## src/rtl/fbc_pkg.sv

```systemverilog
package fbc_pkg;

    typedef enum logic {
        FB_NEGATIVE = 1'b0,
        FB_POSITIVE = 1'b1
    } fb_polarity_e;

    typedef enum logic {
        IN_SINGLE = 1'b0,
        IN_DOUBLE = 1'b1
    } in_mode_e;

    typedef enum logic {
        OUT_PASS    = 1'b0,
        OUT_COMBINE = 1'b1
    } out_choice_e;

    // extra bits so that sums of up to three samples stay exact when signed
    localparam int unsigned GUARD_BITS = 3;

endpackage

```

## src/rtl/fbc_decode.sv

```systemverilog
module fbc_decode
    import fbc_pkg::*;
#(
    parameter int unsigned DATA_W = 12,
    parameter int unsigned BIAS   = 2048,
    localparam int unsigned SW    = DATA_W + GUARD_BITS
) (
    input  logic                 clk,
    input  logic                 rst_n,
    input  logic                 in_valid,
    input  logic [DATA_W-1:0]    in_s0,
    input  logic [DATA_W-1:0]    in_s1,
    input  logic                 fb_positive,
    input  logic                 dual_input,
    input  logic                 out_sel,
    output logic                 st_valid,
    output logic [DATA_W-1:0]    st_s0,
    output logic signed [SW-1:0] st_delta,
    output logic                 st_combine
);

    localparam logic signed [SW-1:0] BIAS_S = SW'(BIAS);

    typedef struct packed {
        logic                 valid;
        logic [DATA_W-1:0]    s0;
        logic signed [SW-1:0] delta;
        logic                 combine;
    } stage_t;

    stage_t st_d, st_q;

    logic signed [SW-1:0] s0_x, s1_x;
    fb_polarity_e         pol;
    in_mode_e             mode;

    always_comb begin
        s0_x = $signed({{GUARD_BITS{1'b0}}, in_s0});
        s1_x = $signed({{GUARD_BITS{1'b0}}, in_s1});
        pol  = fb_polarity_e'(fb_positive);
        mode = in_mode_e'(dual_input);

        st_d         = st_q;
        st_d.valid   = in_valid;
        st_d.s0      = in_s0;
        st_d.combine = (out_choice_e'(out_sel) == OUT_COMBINE);

        // correction term added to s0 in the next stage
        unique case ({mode, pol})
            {IN_DOUBLE, FB_POSITIVE}: st_d.delta = s1_x - BIAS_S;
            {IN_DOUBLE, FB_NEGATIVE}: st_d.delta = BIAS_S - s1_x;
            {IN_SINGLE, FB_NEGATIVE}: st_d.delta = (BIAS_S <<< 1) - (s0_x <<< 1);
            default:                  st_d.delta = '0;
        endcase
    end

    always_ff @(posedge clk or negedge rst_n) begin
        if (!rst_n) begin
            st_q <= '0;
        end else begin
            st_q <= st_d;
        end
    end

    assign st_valid   = st_q.valid;
    assign st_s0      = st_q.s0;
    assign st_delta   = st_q.delta;
    assign st_combine = st_q.combine;

endmodule

```

## src/rtl/fbc_resolve.sv

```systemverilog
module fbc_resolve
    import fbc_pkg::*;
#(
    parameter int unsigned DATA_W = 12,
    localparam int unsigned SW    = DATA_W + GUARD_BITS
) (
    input  logic                 clk,
    input  logic                 rst_n,
    input  logic                 st_valid,
    input  logic [DATA_W-1:0]    st_s0,
    input  logic signed [SW-1:0] st_delta,
    input  logic                 st_combine,
    output logic                 out_valid,
    output logic [DATA_W-1:0]    out_sample
);

    localparam logic signed [SW-1:0] TOP_S = SW'((2 ** DATA_W) - 1);

    typedef struct packed {
        logic              valid;
        logic [DATA_W-1:0] sample;
    } out_t;

    out_t                 out_d, out_q;
    logic signed [SW-1:0] sum;
    logic [DATA_W-1:0]    clamped;

    always_comb begin
        sum = $signed({{GUARD_BITS{1'b0}}, st_s0}) + st_delta;

        if (sum < 0) begin
            clamped = '0;
        end else if (sum > TOP_S) begin
            clamped = '1;
        end else begin
            clamped = sum[DATA_W-1:0];
        end

        out_d        = out_q;
        out_d.valid  = st_valid;
        out_d.sample = st_combine ? clamped : st_s0;
    end

    always_ff @(posedge clk or negedge rst_n) begin
        if (!rst_n) begin
            out_q <= '0;
        end else begin
            out_q <= out_d;
        end
    end

    assign out_valid  = out_q.valid;
    assign out_sample = out_q.sample;

endmodule

```

## src/rtl/fb_combiner.sv

```systemverilog
module fb_combiner
    import fbc_pkg::*;
#(
    parameter int unsigned DATA_W = 12,
    parameter int unsigned BIAS   = 2048
) (
    input  logic              clk,
    input  logic              rst_n,
    input  logic              in_valid,
    input  logic [DATA_W-1:0] in_s0,
    input  logic [DATA_W-1:0] in_s1,
    input  logic              fb_positive,
    input  logic              dual_input,
    input  logic              out_sel,
    output logic              out_valid,
    output logic [DATA_W-1:0] out_sample
);

    localparam int unsigned SW = DATA_W + GUARD_BITS;

    logic                 st_valid;
    logic [DATA_W-1:0]    st_s0;
    logic signed [SW-1:0] st_delta;
    logic                 st_combine;

    fbc_decode #(
        .DATA_W (DATA_W),
        .BIAS   (BIAS)
    ) i_decode (
        .clk         (clk),
        .rst_n       (rst_n),
        .in_valid    (in_valid),
        .in_s0       (in_s0),
        .in_s1       (in_s1),
        .fb_positive (fb_positive),
        .dual_input  (dual_input),
        .out_sel     (out_sel),
        .st_valid    (st_valid),
        .st_s0       (st_s0),
        .st_delta    (st_delta),
        .st_combine  (st_combine)
    );

    fbc_resolve #(
        .DATA_W (DATA_W)
    ) i_resolve (
        .clk        (clk),
        .rst_n      (rst_n),
        .st_valid   (st_valid),
        .st_s0      (st_s0),
        .st_delta   (st_delta),
        .st_combine (st_combine),
        .out_valid  (out_valid),
        .out_sample (out_sample)
    );

endmodule

```

## config.mk

```make
export PLATFORM = sky130hd
export DESIGN_NAME = fb_combiner
export DESIGN_NICKNAME = d
export VERILOG_FILES = /design/src/rtl/fbc_pkg.sv /design/src/rtl/fbc_decode.sv /design/src/rtl/fbc_resolve.sv /design/src/rtl/fb_combiner.sv
export SDC_FILE = /design/constraint.sdc
export NUM_CORES = 1
export LEC_CHECK = 0
export ABC_CLOCK_PERIOD_IN_PS = 2380
export BUFFER_PORTS_ARGS = -buffer_cell sky130_fd_sc_hd__buf_2
export CORE_MARGIN = 10
export CORE_UTILIZATION = 35
export DETAILED_ROUTE_END_ITERATION = 8
export MAX_ROUTING_LAYER = met4
export SYNTH_ARGS = -nofsm -noshare
export SYNTH_HDL_FRONTEND = slang
export SYNTH_SLANG_ARGS = --single-unit
```

## constraint.sdc

```tcl
create_clock -name clk -period 2.38 [get_ports clk]
set_input_delay 0.119 -clock clk [delete_from_list [all_inputs] [get_ports clk]]
set_output_delay 0.119 -clock clk [all_outputs]
set_load 0.01 [all_outputs]
```

After elaboration in Yosys (flattened, before gate mapping). Index checks and enable logic that the tools add are counted.

Reduce and logical (&&, ||, !) cells: 1. Shift-type cells: 0. Equality and inequality tests: 2. Bitwise logic cells: 0. $mul: 0. Magnitude comparators: 2. $add $sub $neg: 4. Div/mod/pow operators: 0. Multiplexer cells: 4.

Operators by type and width (count): $pmux 15 s3 (1); $mux 12 (3); $add 13x15->15 (1); $gt 15x13->1 const B (1); $lt 15x1->1 const B (1); $sub 13x13->14 const A (1); $sub 12x12->13 const A (1); $sub 12x12->13 const B (1); $eq 2x2->1 const B (2); $logic_not 2->1 (1).

Word-level logic and storage cells: 19. Register bits: 42. Bits in writable memories: 0. Output and inout port bits: 13. Bits in read-only memories: 0. Memories: 0. Input bits: 30. Bits in latches: 0.

Longest topological paths before layout. Gate-level depths: netlist of run 1.

Depth after elaboration: 5. Depth in mapped cells: 11. Depth with buffers taken out: 10.

Hierarchy. From an unflattened synthesis of run 1, not the netlist that was laid out.

Cells, all modules: 272. Area total of the unflattened synthesis: 2680.1 sq um.

Modules (own cells, without submodules): fbc_decode (seq. area each 700.7 sq um, instances 1, area each 1367.6 sq um, cells each 127); fbc_resolve (seq. area each 325.3 sq um, instances 1, area each 1312.5 sq um, cells each 145).

Worst setup path before layout of run 1. Ideal clock, no wire load.

Kind: reg2reg. Start point: register i_decode.st_q, in the netlist i_decode.st_delta[7]. End point: register i_resolve.out_q, in the netlist i_resolve.out_sample[10]. Clock period less this slack: 2.379 ns. Stages on the path, launching flop included: 10. Path buffers: 1. Required time: 2.257 ns. Path slack: 0.001 ns. Data arrival time: 2.256 ns. Setup time: 0.123 ns. Path through: dfrtp_1 > ha_1 > a211oi_2 > o21bai_1 > a21o_1 > a221o_1 > nor4b_2 > a21oi_2 > buf_6 > o221a_1.

RTL lines: from (decl) (RTL line fbc_decode.sv:31) `stage_t st_d, st_q;`; from (signal assigned) (RTL line fbc_decode.sv:61) `st_q <= st_d;`; to (signal assigned) (RTL line fbc_resolve.sv:48) `out_q <= out_d;`; to (decl) (RTL line fbc_resolve.sv:24) `out_t out_d, out_q;`.

==> flow_summary.yaml, run 1 <==
run_status:
  status: "finished with violations"
  violations: "setup timing"
power:
  power_switching_uw: 534
  vdd_drop_max_v: 0.000244
  p_per_area_nw_per_um2: 558
  power_frac_seq: 0.450
  combPwrFrac: 0.296
  p_clk_frac: 0.254
  swShare: 0.305
  power_uw: 1750
  p_int_uw: 1220
  p_leak_uw: 0.00139
final_layout:
  nets: 363
  final_common_cell: "buf_2"
  multi_input_area_um2: 1380
  n_antenna_cell: 0
  nFillCells: 635
  regArea_um2: 1030
  stdcell_count: 396
  layout_common_cells: "buf_2, dfrtp_1, nor2_1"
  drive_gt1_frac: 0.310
  area_growth_pct: 32.1
timing:
  hold_violations: 0
  tightest_slew_ps: 854
  final.period_utilization: 1.02
  rsz0062_at_grt: "true"
  finalMaxSlewViolations: 0
  finalWorstSetupSlack_ps: -45.4
  max_freq_mhz: 412
  finalSetupViolations: 11
  hold_ws_ps: 18.7
  finClkSkew_ps: 6.01
  slew_headroom: 0.430
  period_needed_ps: 2430
global_route:
  overflow: 0
  grt_pass1_wl_mm: 9.95
  grt_pass1_vias: 2111
  gr-usage-all-layers: 0.119
  antenna_found_initial: 0
  grt_max_degree: 42
routing:
  vias: 2057
  wl_mm: 5.84
  wl_per_cell_um: 14.7
  first_iter_violations: 80
  drc: 0
  drt-pass1-iter-count: 4
  ant_nets: 0
  vias_per_cell: 5.19
placement:
  dp_hpwl_mm: 4.43
  gp_congestion: 0.843
  numPortBuffers: 42
  place_inst: 371
min_path:
  holdPathStages: 1
  worstHoldEndpoint: "i_decode.st_s0[1]"
  hold_class: "in -> reg"
  worstHoldStart: "in_s0[1]"
setup_path:
  crit_required_ps: 2560
  crit_arrival_ps: 2610
  worst-path-max-fanout: 6
  reg2reg_depth: 11
  cp-startpoint: "i_decode.st_s0[0]"
  start_kind: "flop"
  rr_startpoint: "i_decode.st_s0[0]"
  crit_type: "reg -> reg"
  rrSetupSlack_ps: -50
  rr_endpoint: "i_resolve.out_sample[11]"
  end_kind: "flop"
logic_synthesis:
  synth_async_sr_flop_share: 1.00
  yosys_most_used_dff: "dfrtp_1"
  yosysSeqAreaShare: 0.432
  synth_edf_count: 0
  synth_seq_cells: 41
  synth.distinct_cells: 46
  synthCells: 240
  yosysWarningCount: 0
  syn-cell-area_um2: 2380
  synthesis.nets: 285
  syn_avg_cell_area_um2: 9.90
floorplan:
  start_util: 0.368
  rows: 29
  die_h_um: 102
  die-area_um2: 10500
  io-pin-count: 43
  die_x_um: 102
  fp.coreArea_um2: 6460
cts:
  cts_buffers: 5
  cts_num_sinks: 41
  cts_tree: "done"
  clkLatencyLatePin_ps: 290
  path_clk_slew_ps: 80
  cts_root_buffer: "clkbuf_8"
  cts.path.max_buffers: 2
  htree_levels: 2
run:
  cap_viol_max_count: 0
[area by class of cell]
class	count	share of cell area
inverter	11	0.0132
clock buffer	5	0.0219
clock inverter	3	0.00558
tap	77	0.0307
multi-input combinational	181	0.439
timing repair buffer	78	0.163
sequential	41	0.327
[metal layers]
metal	share of wire	routed length, um	up-vias	track usage
met5	0	0	-	-
met3	0.047	276	9	0.0270
li1	-	-	1043	-
met1	0.49	2870	948	0.157
met2	0.45	2610	57	0.177
met4	0.014	83	0	0.0380
[cell families (layout without fill, tap and decap cells)]
kind of cell	count (synthesis)	count (layout)	share of synthesized area
adder cells (fa/ha/maj)	15	15	0.0821
buffers and inverters	19	97	0.0332
AO/OA/AOI/OAI	72	73	0.216
flip-flops	41	41	0.432
XOR/XNOR	19	19	0.0700
AND/OR/NAND/NOR	73	73	0.162
multiplexers	1	1	0.00421
[critical path: stages (launching register included)]
cell and delay, ps:
dfrtp_1 400, ha_2 200, inv_2 60, fa_2 210
nor2b_2 50, o2111ai_2 210, nand2_2 90, a221o_1 380
nor4b_4 250, buf_4 180, a21oi_4 50, o221a_2 240
[power by group through the flow]
stage	registers, uW	clock network [uW]	logic [uW]
6_report	789	444	518
3_3_place_gp	798	0	451
5_1_grt	795	486	578
4_1_cts	787	455	504
2_1_floorplan	812	0	259
3_5_place_dp	799	0	456
[how the worst max path moves through the flow]
stage	endpoint	slack (ps)	cells after the start
finish	i_resolve.out_sample[11]	-50	11
global route	i_resolve.out_sample[11]	-150	11
CTS	i_resolve.out_sample[11]	-30	10
detailed placement	i_resolve.out_sample[0]	-180	8
global placement	i_resolve.out_sample[11]	-150	8
floorplan	i_resolve.out_sample[10]	1	9
[state kept, by name, indices dropped and copies added (netlist names)]
register	flops
i_resolve.out_valid	1
i_decode.st_valid	1
i_decode.st_delta	14
i_decode.st_s0	12
i_decode.st_combine	1
i_resolve.out_sample	12
[synth_stat cells, types with 7 or more instances]
cell type	instances	area [um2]
xor2_1	9	78.8
nand2_1	10	37.5
nor2_1	25	93.8
ha_1	14	175
o211ai_1	10	75.1
dfrtp_1	41	1030
a21oi_1	19	95.1
o21ai_0	13	65.1
xnor2_1	10	87.6
o221a_1	10	113
clkbuf_1	7	26.3
nor3_1	11	55.1
inv_1	10	37.5
[stage by stage]
stage / utilization / instance area, um2 / worst slack [ps] / TNS [ps]
after floorplan: - / 2380 / 1.27 / 0
final: 0.486 / 3140 / -45.4 / -239
after CTS: 0.476 / 3080 / -34.9 / -259
after global routing: 0.486 / 3140 / -154 / -1480
after global placement: 0.433 / 2800 / -146 / -1530
after detailed placement: 0.433 / 2800 / -180 / -1990
[timing repair]
item	4_1_cts	5_1_grt
resized for setup	7	12
setup endpoints to repair	12	13
hold buffers	11	0
pin swaps	20	12
cloned	1	0
hold endpoints to repair	51	0
buffers inserted	4	1
No activity file was read; power rests on OpenSTA's default activity.
==> run 2: changes to the inputs <==
--- a/config.mk
+++ b/config.mk
@@ -11,6 +11,7 @@
 export CORE_UTILIZATION = 35
 export DETAILED_ROUTE_END_ITERATION = 8
 export MAX_ROUTING_LAYER = met4
+export PLACE_DENSITY = 0.57
 export SYNTH_ARGS = -nofsm -noshare
 export SYNTH_HDL_FRONTEND = slang
 export SYNTH_SLANG_ARGS = --single-unit
==> run 2 against run 1 <==
Net effect: the run now ends clean; clock skew down 0.67 ps; sequential share of layout area grew 0.97 points; combinational power fell by 5.8%; clock-buffer cell count rose by 1; critical path type unchanged; largest power group unchanged.
==> flow_summary.yaml, run 2 (synthesis results as in run 1) <==
final_layout:
  nets: 360
  layout_common_cells: "buf_2, dfrtp_1, nor2_1"
  drive_gt1_frac: 0.288
  final_common_cell: "buf_2"
  area_growth_pct: 28.3
  fin_area_um2: 3050
  largest_reg_flops: 14
  n_antenna_cell: 0
timing:
  finalSetupViolations: 0
  max_freq_mhz: 423
  final.period_utilization: 0.993
  rsz0062_at_grt: "true"
  tightest_slew_ps: 834
  period_needed_ps: 2360
  slew_headroom: 0.444
  finClkSkew_ps: 5.34
  finalMaxSlewViolations: 0
  hold_violations: 0
power:
  p_clk_frac: 0.251
  power_switching_uw: 499
  swShare: 0.293
  power_uw: 1700
  power_frac_seq: 0.463
  p_leak_uw: 0.00138
  p_per_area_nw_per_um2: 559
  combPwrFrac: 0.286
  vdd_drop_max_v: 0.000247
  p_int_uw: 1210
setup_path:
  rrSetupSlack_ps: 20
  crit_arrival_ps: 2540
  crit_required_ps: 2560
  endpoint: "i_resolve.out_sample[0]"
  rr_endpoint: "i_resolve.out_sample[0]"
  end_kind: "flop"
  reg2reg_depth: 10
  worst-path-max-fanout: 8
  cp-startpoint: "i_decode.st_s0[4]"
  start_kind: "flop"
  crit_type: "reg -> reg"
  rr_startpoint: "i_decode.st_s0[4]"
run:
  cap_viol_max_count: 0
global_route:
  gr-usage-all-layers: 0.118
  grt_pass1_vias: 2049
  antenna_found_initial: 0
  grt_pass1_wl_mm: 9.58
  grt_max_degree: 42
  overflow: 0
routing:
  first_iter_violations: 68
  wl_per_cell_um: 14.1
  drt-pass1-iter-count: 4
  drc: 0
  wl_mm: 5.55
  ant_nets: 0
  vias_per_cell: 5.09
  vias: 2000
placement:
  gp_congestion: 0.853
  dp_hpwl_mm: 4.36
  numPortBuffers: 42
  postPlaceCellArea_um2: 2810
cts:
  htree_levels: 2
  clkLatencyLatePin_ps: 290
  cts_num_sinks: 41
  cts.path.max_buffers: 2
  path_clk_slew_ps: 70
  cts_root_buffer: "clkbuf_8"
  cts_buffers: 5
  cts_tree: "done"
floorplan:
  fp.coreArea_um2: 6460
  start_util: 0.368
  io-pin-count: 43
  rows: 29
  die-area_um2: 10500
  die_x_um: 102
  die_h_um: 102
min_path:
  hold_class: "in -> reg"
run_status:
  status: "finished, final reports clean"
[run 2: cell types whose count changed in the layout (fill, tap and decap cells not counted), sizes merged]
cell	change
a21oi	-1
clkbuf	+1
buf	-1
dlygate4sd3	-1
clkinvlp	-1
[run 2: power by group through the flow]
| stage | registers [uW] | logic, uW | clock network [uW] |
|---|---|---|---|
| 4_1_cts | 789 | 479 | 442 |
| 5_1_grt | 798 | 552 | 475 |
| 2_1_floorplan | 812 | 259 | 0 |
| 6_report | 788 | 488 | 428 |
| 3_5_place_dp | 802 | 459 | 0 |
| 3_3_place_gp | 801 | 458 | 0 |
[run 2: timing repair]
| action | in CTS | in global routing |
|---|---|---|
| endpoints found under the setup margin | 12 | 13 |
| pin swaps | 7 | 10 |
| gates resized for setup | 2 | 8 |
| endpoints found under the hold margin | 50 | 0 |
| hold buffers | 10 | 0 |
| buffers inserted | 0 | 2 |
[run 2: stage by stage]
stage	util	instances	TNS (ps)	hold WS, ps	setup slack [ps]
finish	0.472	393	0	3.84	16.9
global route	0.472	393	-1170	2.31	-115
CTS	0.466	391	0	0.0488	0.913
detailed placement	0.435	373	-389	233	-64.4
global placement	0.435	373	-227	229	-42.2
floorplan	-	240	0	-177	1.27
[run 2: critical path, cell delays in order (launching register included)]
cell     delay (ps)
dfrtp_1         380
ha_1            300
a21o_1          190
buf_4           140
a21oi_2         120
nand2_1          90
a221o_1         340
nor4b_2         250
a21oi_2          70
buf_6           140
o221a_2         240
[run 2: routing by layer]
metal,wire (um),global-route usage,vias up
met2,2520,0.182,48
met1,2740,0.150,908
li1,-,-,1036
met4,96,0.0390,0
met3,200,0.0256,8
met5,0,-,-
[run 2: area by class of cell]
class                      instances  area [um2]
fill                             650        3410
multi-input combinational        180        1310
sequential                        41        1030
timing repair buffer              76         494
tap                               77        96.3
clock buffer                       6        72.6
inverter                          11        41.3
clock inverter                     2        10.0
[run 2: how the worst min path moves through the flow]
stage	start	end	slack [ps]	cells after the start
2_1_floorplan	rst_n	i_decode.st_combine	-180	0
4_1_cts	in_s0[8]	i_decode.st_s0[8]	0.05	1
6_report	in_s0[8]	i_decode.st_s0[8]	4	1
5_1_grt	in_s0[0]	i_decode.st_s0[0]	2	1
3_3_place_gp	out_sel	i_decode.st_combine	230	1
3_5_place_dp	out_sel	i_decode.st_combine	230	1
